<file path="config.mk">
export PLATFORM = sky130hd
export DESIGN_NAME = startup_reset_seq
export DESIGN_NICKNAME = d
export VERILOG_FILES = /design/src/rtl/startup_reset_seq_pkg.sv /design/src/rtl/rst_pin_sync.sv /design/src/rtl/span_counter.sv /design/src/rtl/phase_gen.sv /design/src/rtl/startup_reset_seq.sv
export SDC_FILE = /design/constraint.sdc
export NUM_CORES = 1
export LEC_CHECK = 0
export ABC_AREA = 1
export BUFFER_PORTS_ARGS = -buffer_cell sky130_fd_sc_hd__buf_2
export CAP_MARGIN = 0
export CORE_ASPECT_RATIO = 1.2
export CORE_UTILIZATION = 54
export CTS_BUF_LIST = sky130_fd_sc_hd__clkbuf_4
export DETAILED_ROUTE_END_ITERATION = 16
export GPL_ROUTABILITY_DRIVEN = 0
export GPL_TIMING_DRIVEN = 0
export PLACE_DENSITY = 0.84
export SLEW_MARGIN = 10
export SYNTH_ARGS = -nofsm -noshare
export SYNTH_HDL_FRONTEND = slang
export SYNTH_SLANG_ARGS = --single-unit
</file>
<file path="constraint.sdc">
create_clock -name clk -period 1.99 [get_ports clk]
set_clock_uncertainty 0.05 [all_clocks]
set_input_delay 0.2985 -clock clk [delete_from_list [all_inputs] [get_ports clk]]
set_output_delay 0.2985 -clock clk [all_outputs]
set_load 0.05 [all_outputs]
</file>
<file path="src/rtl/startup_reset_seq_pkg.sv">
package startup_reset_seq_pkg;

    typedef enum logic [1:0] {
        ST_BOOT      = 2'd0,
        ST_PUP_WAIT  = 2'd1,
        ST_XTAL_WAIT = 2'd2,
        ST_RUN       = 2'd3
    } seq_state_e;

    localparam logic [1:0] OSC_NONXTAL = 2'b11;

    function automatic logic needs_settle(input logic [1:0] mode);
        return mode != OSC_NONXTAL;
    endfunction

endpackage

</file>
<file path="src/rtl/rst_pin_sync.sv">
module rst_pin_sync #(
    parameter int STAGES = 2
) (
    input  logic clk,
    input  logic por,
    input  logic pin_n,
    output logic pin_n_sync
);
    logic [STAGES-1:0] shreg;

    always_ff @(posedge clk or posedge por) begin
        if (por) shreg <= '0;
        else     shreg <= {shreg[STAGES-2:0], pin_n};
    end

    assign pin_n_sync = shreg[STAGES-1];
endmodule

</file>
<file path="src/rtl/span_counter.sv">
module span_counter #(
    parameter int LIMIT = 16
) (
    input  logic clk,
    input  logic por,
    input  logic run,
    input  logic step,
    output logic done
);
    localparam int W = (LIMIT > 1) ? $clog2(LIMIT) : 1;
    localparam logic [W-1:0] LAST = W'(LIMIT - 1);

    logic [W-1:0] cnt;

    assign done = run && step && (cnt == LAST);

    always_ff @(posedge clk or posedge por) begin
        if (por)        cnt <= '0;
        else if (!run)  cnt <= '0;
        else if (done)  cnt <= '0;
        else if (step)  cnt <= cnt + 1'b1;
    end
endmodule

</file>
<file path="src/rtl/phase_gen.sv">
module phase_gen #(
    parameter int PHASES = 4
) (
    input  logic                        clk,
    input  logic                        por,
    input  logic                        hold,
    output logic [$clog2(PHASES)-1:0]   phase
);
    localparam int PW = $clog2(PHASES);
    localparam logic [PW-1:0] LAST = PW'(PHASES - 1);

    always_ff @(posedge clk or posedge por) begin
        if (por)                phase <= '0;
        else if (hold)          phase <= '0;
        else if (phase == LAST) phase <= '0;
        else                    phase <= phase + 1'b1;
    end

    // a held cycle leaves the generator at phase 0 for the next cycle
    a_r9_frozen_in_hold: assert property (@(posedge clk) disable iff (por)
        hold |=> (phase == '0));
endmodule

</file>
<file path="src/rtl/startup_reset_seq.sv">
module startup_reset_seq
    import startup_reset_seq_pkg::*;
#(
    parameter int PUP_TICKS   = 72,
    parameter int XTAL_CYCLES = 1024,
    parameter int SYNC_STAGES = 2,
    parameter int PHASES      = 4
) (
    input  logic                       clk,
    input  logic                       por,
    input  logic                       rst_pin_n,
    input  logic                       slow_tick,
    input  logic                       pup_en,
    input  logic [1:0]                 osc_mode,
    output logic                       hold_rst,
    output logic                       restart_pulse,
    output logic [$clog2(PHASES)-1:0]  phase
);
    seq_state_e state, state_nx;
    logic       pin_n_sync;
    logic       pup_done, xtal_done;
    logic       hold_prev;

    rst_pin_sync #(.STAGES(SYNC_STAGES)) u_sync (
        .clk(clk), .por(por), .pin_n(rst_pin_n), .pin_n_sync(pin_n_sync)
    );

    span_counter #(.LIMIT(PUP_TICKS)) u_pup_cnt (
        .clk(clk), .por(por), .run(state == ST_PUP_WAIT),
        .step(slow_tick), .done(pup_done)
    );

    span_counter #(.LIMIT(XTAL_CYCLES)) u_xtal_cnt (
        .clk(clk), .por(por), .run(state == ST_XTAL_WAIT),
        .step(1'b1), .done(xtal_done)
    );

    phase_gen #(.PHASES(PHASES)) u_phase (
        .clk(clk), .por(por), .hold(hold_rst), .phase(phase)
    );

    // State register
    always_ff @(posedge clk or posedge por) begin
        if (por) state <= ST_BOOT;
        else     state <= state_nx;
    end

    // Next-state logic
    always_comb begin
        state_nx = state;
        unique case (state)
            ST_BOOT: begin
                if (pup_en)                      state_nx = ST_PUP_WAIT;
                else if (needs_settle(osc_mode)) state_nx = ST_XTAL_WAIT;
                else                             state_nx = ST_RUN;
            end
            ST_PUP_WAIT: begin
                if (pup_done)
                    state_nx = needs_settle(osc_mode) ? ST_XTAL_WAIT : ST_RUN;
            end
            ST_XTAL_WAIT: begin
                if (xtal_done) state_nx = ST_RUN;
            end
            ST_RUN: state_nx = ST_RUN;
        endcase
    end

    // Output logic
    always_ff @(posedge clk or posedge por) begin
        if (por) hold_prev <= 1'b1;
        else     hold_prev <= hold_rst;
    end

    always_comb begin
        hold_rst      = (state != ST_RUN) || !pin_n_sync;
        restart_pulse = hold_prev && !hold_rst;
    end

    // every state before ST_RUN keeps the core in reset
    a_r1_busy_holds: assert property (@(posedge clk) disable iff (por)
        (state != ST_RUN) |-> hold_rst);

    // the power-up wait only advances on a slow tick
    a_r2_wait_needs_tick: assert property (@(posedge clk) disable iff (por)
        (state == ST_PUP_WAIT) && !slow_tick |=> (state == ST_PUP_WAIT));

    // a pin reset never sends the sequencer back to a wait
    a_r6_run_sticky: assert property (@(posedge clk) disable iff (por)
        (state == ST_RUN) |=> (state == ST_RUN));

    // the restart pulse never lasts two cycles
    a_r8_restart_once: assert property (@(posedge clk) disable iff (por)
        restart_pulse |=> !restart_pulse);

    // the restart cycle is instruction phase 0
    a_r9_restart_phase0: assert property (@(posedge clk) disable iff (por)
        restart_pulse |-> (phase == '0));
endmodule

</file>
After elaboration in Yosys (flattened, before gate mapping)

Index checks and enable logic that the tools add are counted.

Input port bits: 7
Output and inout port bits: 4
Register bits: 24
Logic and storage cells: 41

Muxes and demuxes: 12
Reductions and logical operators: 9
Equal/unequal tests: 11
Add/subtract/negate cells: 3

Operators with widths:

| cell                                                | count |
|---|---|
| 2-to-1 mux 7 bit                                    | 3 |
| 2-to-1 mux 10 bit                                   | 2 |
| adder 10 x 1 -> 10 bit, second input constant       | 1 |
| equality test 10 bit, second input constant         | 1 |
| 2-to-1 mux 2 bit                                    | 5 |
| != test 2 bit, second input constant                | 4 |
| case mux 2 bit (4 select lines)                     | 1 |
| adder 7 x 1 -> 7 bit, second input constant         | 1 |
| equality test 7 bit, second input constant          | 1 |
| equality test 2 bit, second input constant          | 3 |
| logical AND 1 bit                                   | 4 |
| != test 3 bit, second input constant                | 1 |
| adder 2 x 1 -> 2 bit, second input constant         | 1 |
| equality test 2 x 1 -> 1 bit, second input constant | 1 |
| zero test 1 bit                                     | 2 |
| zero test 2 bit                                     | 1 |
| AND reduction 2 bit                                 | 1 |
| logical OR 1 bit                                    | 1 |
| 2-to-1 mux 1 bit                                    | 1 |

Longest topological paths before layout

Gate-level depths: netlist (run 1).

Word-level depth: 5
Mapped depth: 8
Mapped depth without buffers: 8

Hierarchy

Synthesis (run 1) repeated with hierarchy kept, for this count alone.

Cells, all modules: 175
Area total of the unflattened synthesis: 1,343.8 µm²

By module, submodules not included:

| module                     | seq. area each (µm²) | cells each | instances | area each (µm²) |
|---|---|---|---|---|
| span_counter at u_xtal_cnt | 250.2                | 90         | 1         | 643.1 |
| span_counter at u_pup_cnt  | 175.2                | 49         | 1         | 395.4 |
| startup_reset_seq          | 76.3                 | 23         | 1         | 160.2 |
| phase_gen                  | 50.0                 | 10         | 1         | 91.3 |
| rst_pin_sync               | 50.0                 | 3          | 1         | 53.8 |

Worst setup path before layout (run 1)

OpenSTA, ideal clock, no wires.

Path kind: reg2out
From: register state[0]
To: output port restart_pulse
Required time: 1.641 ns
Cell stages (with the launch flop): 3
Path slack: -0.099 ns
Path buffers: 0
Arrival: 1.741 ns
Cell sequence: dfrtp_1 nand3_1 nor2_1

Word-level cells in the longest chain between the ends: 4

Ends and longest elaborated chain:

| what                   | RTL line                | text |
|---|---|---|
| from (decl)            | startup_reset_seq.sv:19 | `seq_state_e state, state_nx;` |
| from (signal assigned) | startup_reset_seq.sv:45 | `else state <= state_nx;` |
| != test 2 bit          | startup_reset_seq.sv:75 | `hold_rst = (state != ST_RUN) \|\| !pin_n_sync;` |
| logical OR 1 bit       | startup_reset_seq.sv:75 |  |
| via hold_rst           | startup_reset_seq.sv:15 | `output logic hold_rst,` |
| zero test 1 bit        | startup_reset_seq.sv:76 | `restart_pulse = hold_prev && !hold_rst;` |
| logical AND 1 bit      | startup_reset_seq.sv:76 |  |
| to (decl)              | startup_reset_seq.sv:16 | `output logic restart_pulse,` |

The timed path passes the listed nets, and every way through them passes these cells.

Final worst setup path (run 1)

From: register state[0]
To: output port restart_pulse

Word-level cells in the longest chain between the ends: 4

Ends and longest elaborated chain:

| what              | RTL line |
|---|---|
| != test 2 bit     | startup_reset_seq.sv:75 |
| logical OR 1 bit  | startup_reset_seq.sv:75 |
| zero test 1 bit   | startup_reset_seq.sv:76 |
| logical AND 1 bit | startup_reset_seq.sv:76 |

No other way between the ends.

==> results of run 1 <==
-- per-layer routing --
layer	wire (um)	share of wire (%)	GRT usage, %	up-vias
met5	0	0	0	-
met4	38	1.9	9.091	0
met3	28	1.4	2.069	5
met2	1073	55	37.25	7
met1	824	42	23.06	412
li1	-	-	-	444
-- flip-flops by register name (all words and copies together), names as in the netlist --
signal and cells:
u_xtal_cnt.cnt 10, u_pup_cnt.cnt 7, state 2, u_phase.phase 2, u_sync.shreg 2, hold_prev 1
-- critical path: stages (launching register included) --
cell	delay, ps
dfrtp_1	480
nand3_1	210
nor2_2	120
buf_2	260
-- through the flow --
stage | power, W | utilization (%) | instance area (um^2) | setup slack, ps | std cells
6_report | 0.001190 | 65.36 | 1251 | 249.6 | 167
5_1_grt | 0.001270 | 65.36 | 1251 | 172.3 | 167
2_1_floorplan | 0.0009001 | - | 1151 | 110.2 | 134
3_3_place_gp | 0.0009737 | 63.99 | 1225 | 593.6 | 163
4_1_cts | 0.001205 | 65.36 | 1251 | 254.8 | 167
3_5_place_dp | 0.0009906 | 63.99 | 1225 | 560.1 | 163
-- final timing paths --
path / endpoint / depth (start not counted)
max in group asynchronous: u_xtal_cnt.cnt[2]$_DFF_PP0_ / 2
max reg2reg: state[0]$_DFFE_PP0P_ / 6
min: u_sync.shreg[0]$_DFF_PP0_ / 1
max: restart_pulse / 3
min in group asynchronous: state[0]$_DFFE_PP0P_ / 2
min reg2reg: u_sync.shreg[1]$_DFF_PP0_ / 0
-- where the power goes --
group	internal (W)	total, W	switching (W)
registers	0.000558	0.000613	0.0000555
logic	0.0000936	0.000364	0.000271
clock network	0.0000734	0.000212	0.000139
total	0.000725	0.00119	0.000465
-- layout by cell type (no fill, tap or decap), drive strengths merged --
master	instances
dfrtp	23
clkinv	1
nand2	24
nand4	2
dfstp	1
nor3	3
ha	3
nor2	28
a22o	1
nor3b	2
clkbuf	3
xnor2	2
nand3	15
a21oi	3
o21ai	1
inv	23
buf	10
xor2	3
-- logic make-up (layout without fill, tap and decap cells) --
family                     count (synthesis)  count (layout)  share of synthesized area [%]
AOI/OAI and AO/OA                          5               5                          2.505
xor gates and xnor gates                   5               5                          3.813
adders and majority gates                  3               3                          3.268
and+or+nand+nor                           74              74                          30.50
buffers and inverters                     23              37                          7.516
DFF                                       24              24                          52.40
-- cell type report --
type	instances	area, um^2
Clock inverter	1	3.754
Timing Repair Buffer	10	50.05
Inverter	23	86.33
Fill cell	148	663.1
Multi-Input combinational cell	87	462.9
Sequential cell	24	601.8
Clock buffer	3	22.52
Tap cell	19	23.77
==> summary.txt, run 1 <==
Clocking
  • TritonCTS Buffers: 3
  • Worst-path clk slew: roughly 130 ps
  • H-tree Lvls: 1
  • CTS Sinks: 24
  • Clock Tree Root: clkbuf_4
  • Post-CTS Setup Inserts: 0
  • CTS Hold Bufs: 0
  • Post-cts resize count: 0
  • CTS tree: done
  • Clock Path Buffers: 2
  • Clk_lat worst skew: ~320 ps

Detailed routing
  • Post-route ant nets: 0
  • Avg WL per Cell: about 12 um
  • Residual DRC: 0
  • DRT Wirelength: roughly 2000 um
  • Via density: approximately 5.2
  • Routed vias: a little under 900
  • Iteration-0 DRC Markers: 15
  • Pre-Repair DR Iteration Count: 4

Power
  • VDD IR-drop max: ~0.00077 V
  • Power Density: approximately 950 nW/um^2
  • P_leak: approximately 0.64 nW

Die
  • Die width: approximately 44 um
  • Starting Density: approximately 60%
  • Row count: 17
  • # IOs: 11
  • Die Y: around 53 um
  • Core Box Area: 1914 um^2
  • Die area: 2316 um^2

Yosys
  • Post-synthesis async set-or-reset flop share: 100.0%
  • Average instance area after synthesis: between 8 and 9 um^2
  • Distinct cell type count after synthesis: 20
  • Cells after synthesis: approximately 130
  • Top cells by area, synth: dfrtp_1 50%, nor2_1 7.8%, nand2_1 7.5%
  • Synth Warn #: 0
  • Commonest cells in the netlist: 24 x nor2_1, 23 x dfrtp_1, 23 x nand2_1
  • Area leader, netlist: dfrtp_1
  • Cell area after synthesis: between 1000 and 1500 um^2
  • Most frequent cell after synthesis: nor2_1
  • Synth Register Bits: 24
  • Post-synth top flop: dfrtp_1
  • Yosys top cell area share: approximately half
  • EDFF count, synth: 0
  • Sequential share of the synthesized area: between 50% and 60%
  • Syn nets: about 140

STA
  • Relative slew margins: between 40% and 50%
  • RSZ-0062 raised after global routing: no
  • Max Clock Freq: about 570 MHz
  • Max Slew Vio Count: 0
  • Final Cycle Share: 87.46%
  • Worst slew pin tran: ~900 ps
  • Setup TNS: 0 ps
  • WHS: roughly 26 ps
  • Final Hold Fails: 0
  • Final Setup Violations: 0
  • Min cycle time layout: around 1700 ps

Critical path
  • Startpoint types: flip-flop
  • Reg2reg setup slack: 490 ps
  • Required time of the worst setup path: around 1600 ps
  • Setup crit end kind: output port
  • Reg2reg start: u_pup_cnt.cnt[0]$_DFFE_PP0P_
  • Critical path class: flip-flop to output port
  • Crit path launch: state[0]$_DFFE_PP0P_
  • Critical-path maximum fanout: 5
  • Critical Path AT: ~1400 ps

Run
  • Max-cap violations: 0

Worst hold path
  • Worst hold path type: input port to flip-flop
  • Hold Crit Start: rst_pin_n

Finish
  • Share of cells above drive strength 1: between 15 and 20%
  • ANT cells: 0
  • Fin nets: approximately 160
  • Area growth syn-to-layout: 8.932%

Global route
  • Total congestion overflow: 0
  • Vias in the first global route: 873
  • Tot GR Track Use: between 20% and 30%
  • Initial antenna violation count: 0
  • First-pass GRT wire length: around 3400 um
  • Pin count of the biggest net entering global routing: 25

Placement
  • Port bufs: 10
  • Hpwl dp: ~1500 um

Status
  • Status: completed
Power figures use the tool's default switching activity.
==> run 2, diff against run 1 <==
--- a/config.mk
+++ b/config.mk
@@ -5,16 +5,16 @@
 export SDC_FILE = /design/constraint.sdc
 export NUM_CORES = 1
 export LEC_CHECK = 0
-export ABC_AREA = 1
+export ABC_AREA = 0
 export BUFFER_PORTS_ARGS = -buffer_cell sky130_fd_sc_hd__buf_2
 export CAP_MARGIN = 0
 export CORE_ASPECT_RATIO = 1.2
-export CORE_UTILIZATION = 54
+export CORE_UTILIZATION = 64
 export CTS_BUF_LIST = sky130_fd_sc_hd__clkbuf_4
 export DETAILED_ROUTE_END_ITERATION = 16
 export GPL_ROUTABILITY_DRIVEN = 0
 export GPL_TIMING_DRIVEN = 0
-export PLACE_DENSITY = 0.84
+export PLACE_DENSITY = 0.95
 export SLEW_MARGIN = 10
 export SYNTH_ARGS = -nofsm -noshare
 export SYNTH_HDL_FRONTEND = slang
==> summary.txt, run 2 <==
Yosys
  • Synth Warn #: 0 (unchanged)
  • Distinct cell type count after synthesis: 31 (was 20)
  • Post-synthesis async set-or-reset flop share: 100.0% (unchanged)
  • Commonest cells in the netlist: 23 x dfrtp_1, 12 x a21oi_1, 8 x nand3_1, 8 x nor2_1, 7 x inv_1 (was 24 x nor2_1, 23 x dfrtp_1, 23 x nand2_1)
  • Cell area after synthesis: 1135 um^2 (was 1149 um^2)
  • Syn nets: 118 (was 144)
  • EDFF count, synth: 0 (unchanged)
  • Sequential share of the synthesized area: 53.03% (was 52.40%)
  • Cells after synthesis: 108 (was 134)
  • Most frequent cell after synthesis: dfrtp_1 (was nor2_1)
  • Area leader, netlist: dfrtp_1 (unchanged)
  • Post-synth top flop: dfrtp_1 (unchanged)
  • Average instance area after synthesis: 10.51 um^2 (was 8.572 um^2)
  • Yosys top cell area share: 50.72% (was 50.11%)
  • Top cells by area, synth: dfrtp_1 51%, a21oi_1 5.3%, nand3_1 3.5% (was dfrtp_1 50%, nor2_1 7.8%, nand2_1 7.5%)
  • Synth Register Bits: 24 (unchanged)

Clocking
  • TritonCTS Buffers: 3 (unchanged)
  • CTS tree: done (unchanged)
  • Clk_lat worst skew: 320 ps (about the same)
  • Worst-path clk slew: 110 ps (was 130 ps)
  • H-tree Lvls: 1 (unchanged)
  • Post-CTS Setup Inserts: 0 (unchanged)
  • Post-cts resize count: 0 (unchanged)
  • CTS Sinks: 24 (unchanged)
  • Clock Tree Root: clkbuf_4 (unchanged)
  • CTS Hold Bufs: 0 (unchanged)
  • Clock Path Buffers: 2 (unchanged)

Critical path
  • Reg2reg start: u_xtal_cnt.cnt[0]$_DFF_PP0_ (was u_pup_cnt.cnt[0]$_DFFE_PP0P_)
  • Delay-heaviest family, CP: flip-flops (unchanged)
  • Largest stage delay on the critical path: 480 ps (about the same)
  • Critical Path AT: 1370 ps (was 1390 ps)
  • R2R depth: 4 (was 6)
  • Required time of the worst setup path: 1640 ps (about the same)
  • Crit path max-delay cell type: dfrtp_1 (unchanged)
  • Critical path class: flip-flop to output port (unchanged)
  • Buf+Inv Stages, Crit Path: 1 (unchanged)
  • Crit. path cell count: 3 (unchanged)
  • Crit path launch: state[1]$_DFFE_PP0P_ (was state[0]$_DFFE_PP0P_)
  • Critical-path maximum fanout: 7 (was 5)
  • Cells along the critical path: nand3_1, nor2_2, buf_2 (unchanged)
  • Startpoint types: flip-flop (unchanged)
  • Setup crit end kind: output port (unchanged)

Global route
  • Pin count of the biggest net entering global routing: 25 (unchanged)
  • Grt peak-use layer: met2 (unchanged)
  • Initial antenna violation count: 0 (unchanged)
  • Total congestion overflow: 0 (unchanged)
  • Met2 Use GR: 44.44% (was 37.25%)
  • Vias in the first global route: 746 (was 873)
  • First-pass GRT wire length: 3139 um (was 3394 um)
  • Grt met3 use: 2.740% (was 2.069%)
  • Global routing usage on met1: 28.40% (was 23.06%)
  • Tot GR Track Use: 24.71% (was 20.23%)

Finish
  • Biggest register: u_xtal_cnt.cnt (unchanged)
  • Area growth syn-to-layout: 9.261% (was 8.932%)
  • Commonest non-fill, non-tap cell in the layout: dfrtp_1
  • Most frequent cells in the layout: 23 x dfrtp_1, 12 x a21oi_1, 10 x buf_2 (was 23 x nand2_1, 23 x nor2_1, 23 x dfrtp_1)
  • Share of cells above drive strength 1: 18.85% (was 16.22%)
  • Fin area: 1240 um^2 (was 1251 um^2)
  • Regs by FF count: u_xtal_cnt.cnt (10), u_pup_cnt.cnt (7) (unchanged)
  • ANT cells: 0 (unchanged)
  • Fin nets: 133 (was 159)
  • Max reg flops: 10 (unchanged)
  • Util after Layout: 75.53% (was 65.36%)
  • Layout filler cell count: 122 (was 148)

Die
  • Die width: 40.44 um (was 44.10 um)
  • Starting Density: 69.13% (was 60.00%)
  • # IOs: 11 (unchanged)
  • Row count: 16 (was 17)
  • Die area: 1946 um^2 (was 2316 um^2)
  • Die Y: 48.13 um (was 52.52 um)
  • Core Box Area: 1642 um^2 (was 1914 um^2)

Run
  • Max-cap violations: 0 (unchanged)

Detailed routing
  • Residual DRC: 0 (unchanged)
  • Avg WL per Cell: 14.55 um (was 11.76 um)
  • Post-route ant nets: 0 (unchanged)
  • Routed vias: 874 (was 868)
  • Via density: 6.243 (was 5.198)
  • Iteration-0 DRC Markers: 23 (was 15)
  • Pre-Repair DR Iteration Count: 4 (unchanged)
  • DRT Wirelength: 2037 um (was 1964 um)

Worst hold path
  • Hold depth: 1 (unchanged)
  • Worst hold path type: input port to flip-flop (unchanged)
  • Hold Crit Start: rst_pin_n (unchanged)

Power
  • P_leak: 0.5327 nW (was 0.6426 nW)
  • Power Density: 883.7 nW/um^2 (was 951.1 nW/um^2)
  • Total power: 0.001096 W (was 0.001190 W)
  • VDD IR-drop max: 0.0009324 V (was 0.0007713 V)

STA
  • Final Hold Fails: 0 (unchanged)
  • Worst slew pin tran: 866.6 ps (was 885.9 ps)
  • RSZ-0062 raised after global routing: no (unchanged)
  • Final Cycle Share: 86.44% (was 87.46%)
  • Max Clock Freq: 581.4 MHz (was 574.6 MHz)
  • Setup TNS: 0 ps (unchanged)
  • PnR worst setup slack: 269.9 ps (was 249.6 ps)
  • Relative slew margins: 42.16% (was 40.87%)
  • Min cycle time layout: 1720 ps (was 1740 ps)
  • Max Slew Vio Count: 0 (unchanged)
  • Final Setup Violations: 0 (unchanged)

Placement
  • DP Worst Slack: 357.5 ps (was 560.1 ps)
  • Area after DPL: 1210 um^2 (was 1225 um^2)
  • Hpwl dp: 1490 um (was 1497 um)
  • Port bufs: 10 (unchanged)

Status
  • Status: completed (unchanged)
==> run 2: power by group <==
group          total [W]  internal, W  switching, W
Sequential      0.000597     0.000541     0.0000560
Clock           0.000230    0.0000921      0.000137
Combinational   0.000269    0.0000764      0.000193
==> run 2: worst paths after layout <==
| check | to | slack, ps |
|---|---|---|
| min in group asynchronous | u_pup_cnt.cnt[1]$_DFFE_PP0P_ | 90 |
| worst min-delay path | u_sync.shreg[0]$_DFF_PP0_ | 30 |
| worst min register to register | u_sync.shreg[1]$_DFF_PP0_ | 310 |
| worst max-delay path | restart_pulse | 270 |
| worst max register to register | u_xtal_cnt.cnt[8]$_DFF_PP0_ | 320 |
| max in group asynchronous | u_phase.phase[1]$_DFF_PP0_ | 1270 |
==> run 2: metrics by stage <==
stage,hold slack (ps),instances
after floorplan,262.4,108
after global placement,284.1,136
after detailed placement,286.4,136
after CTS,28.19,140
after global routing,21.86,140
final,34.69,140
==> run 2: final cells by class <==
cell class              instances  area, um^2  area share (%)
repair buffers                 10       50.05           4.036
multi-input cells              77       509.2           41.07
inverters                       7       26.28           2.119
clock buffers                   4       30.03           2.422
well taps                      18       22.52           1.816
flip-flops and latches         24       601.8           48.54
==> run 2: metal layers <==
layer | vias to the layer above | part of all wire (%)
met4 | 0 | 1.6
met3 | 4 | 2.7
met5 | - | 0
met1 | 423 | 43
li1 | 427 | -
met2 | 20 | 53
==> run 2: cell families after synthesis <==
| family | Yosys count | share of synthesized area, % |
|---|---|---|
| xor+xnor | 4 | 3.088 |
| flops | 24 | 53.03 |
| compound gates | 28 | 15.55 |
| simple gates | 41 | 21.83 |
| buf+inv | 7 | 2.316 |
| fa+ha+maj | 3 | 3.308 |
| mux | 1 | 0.8821 |
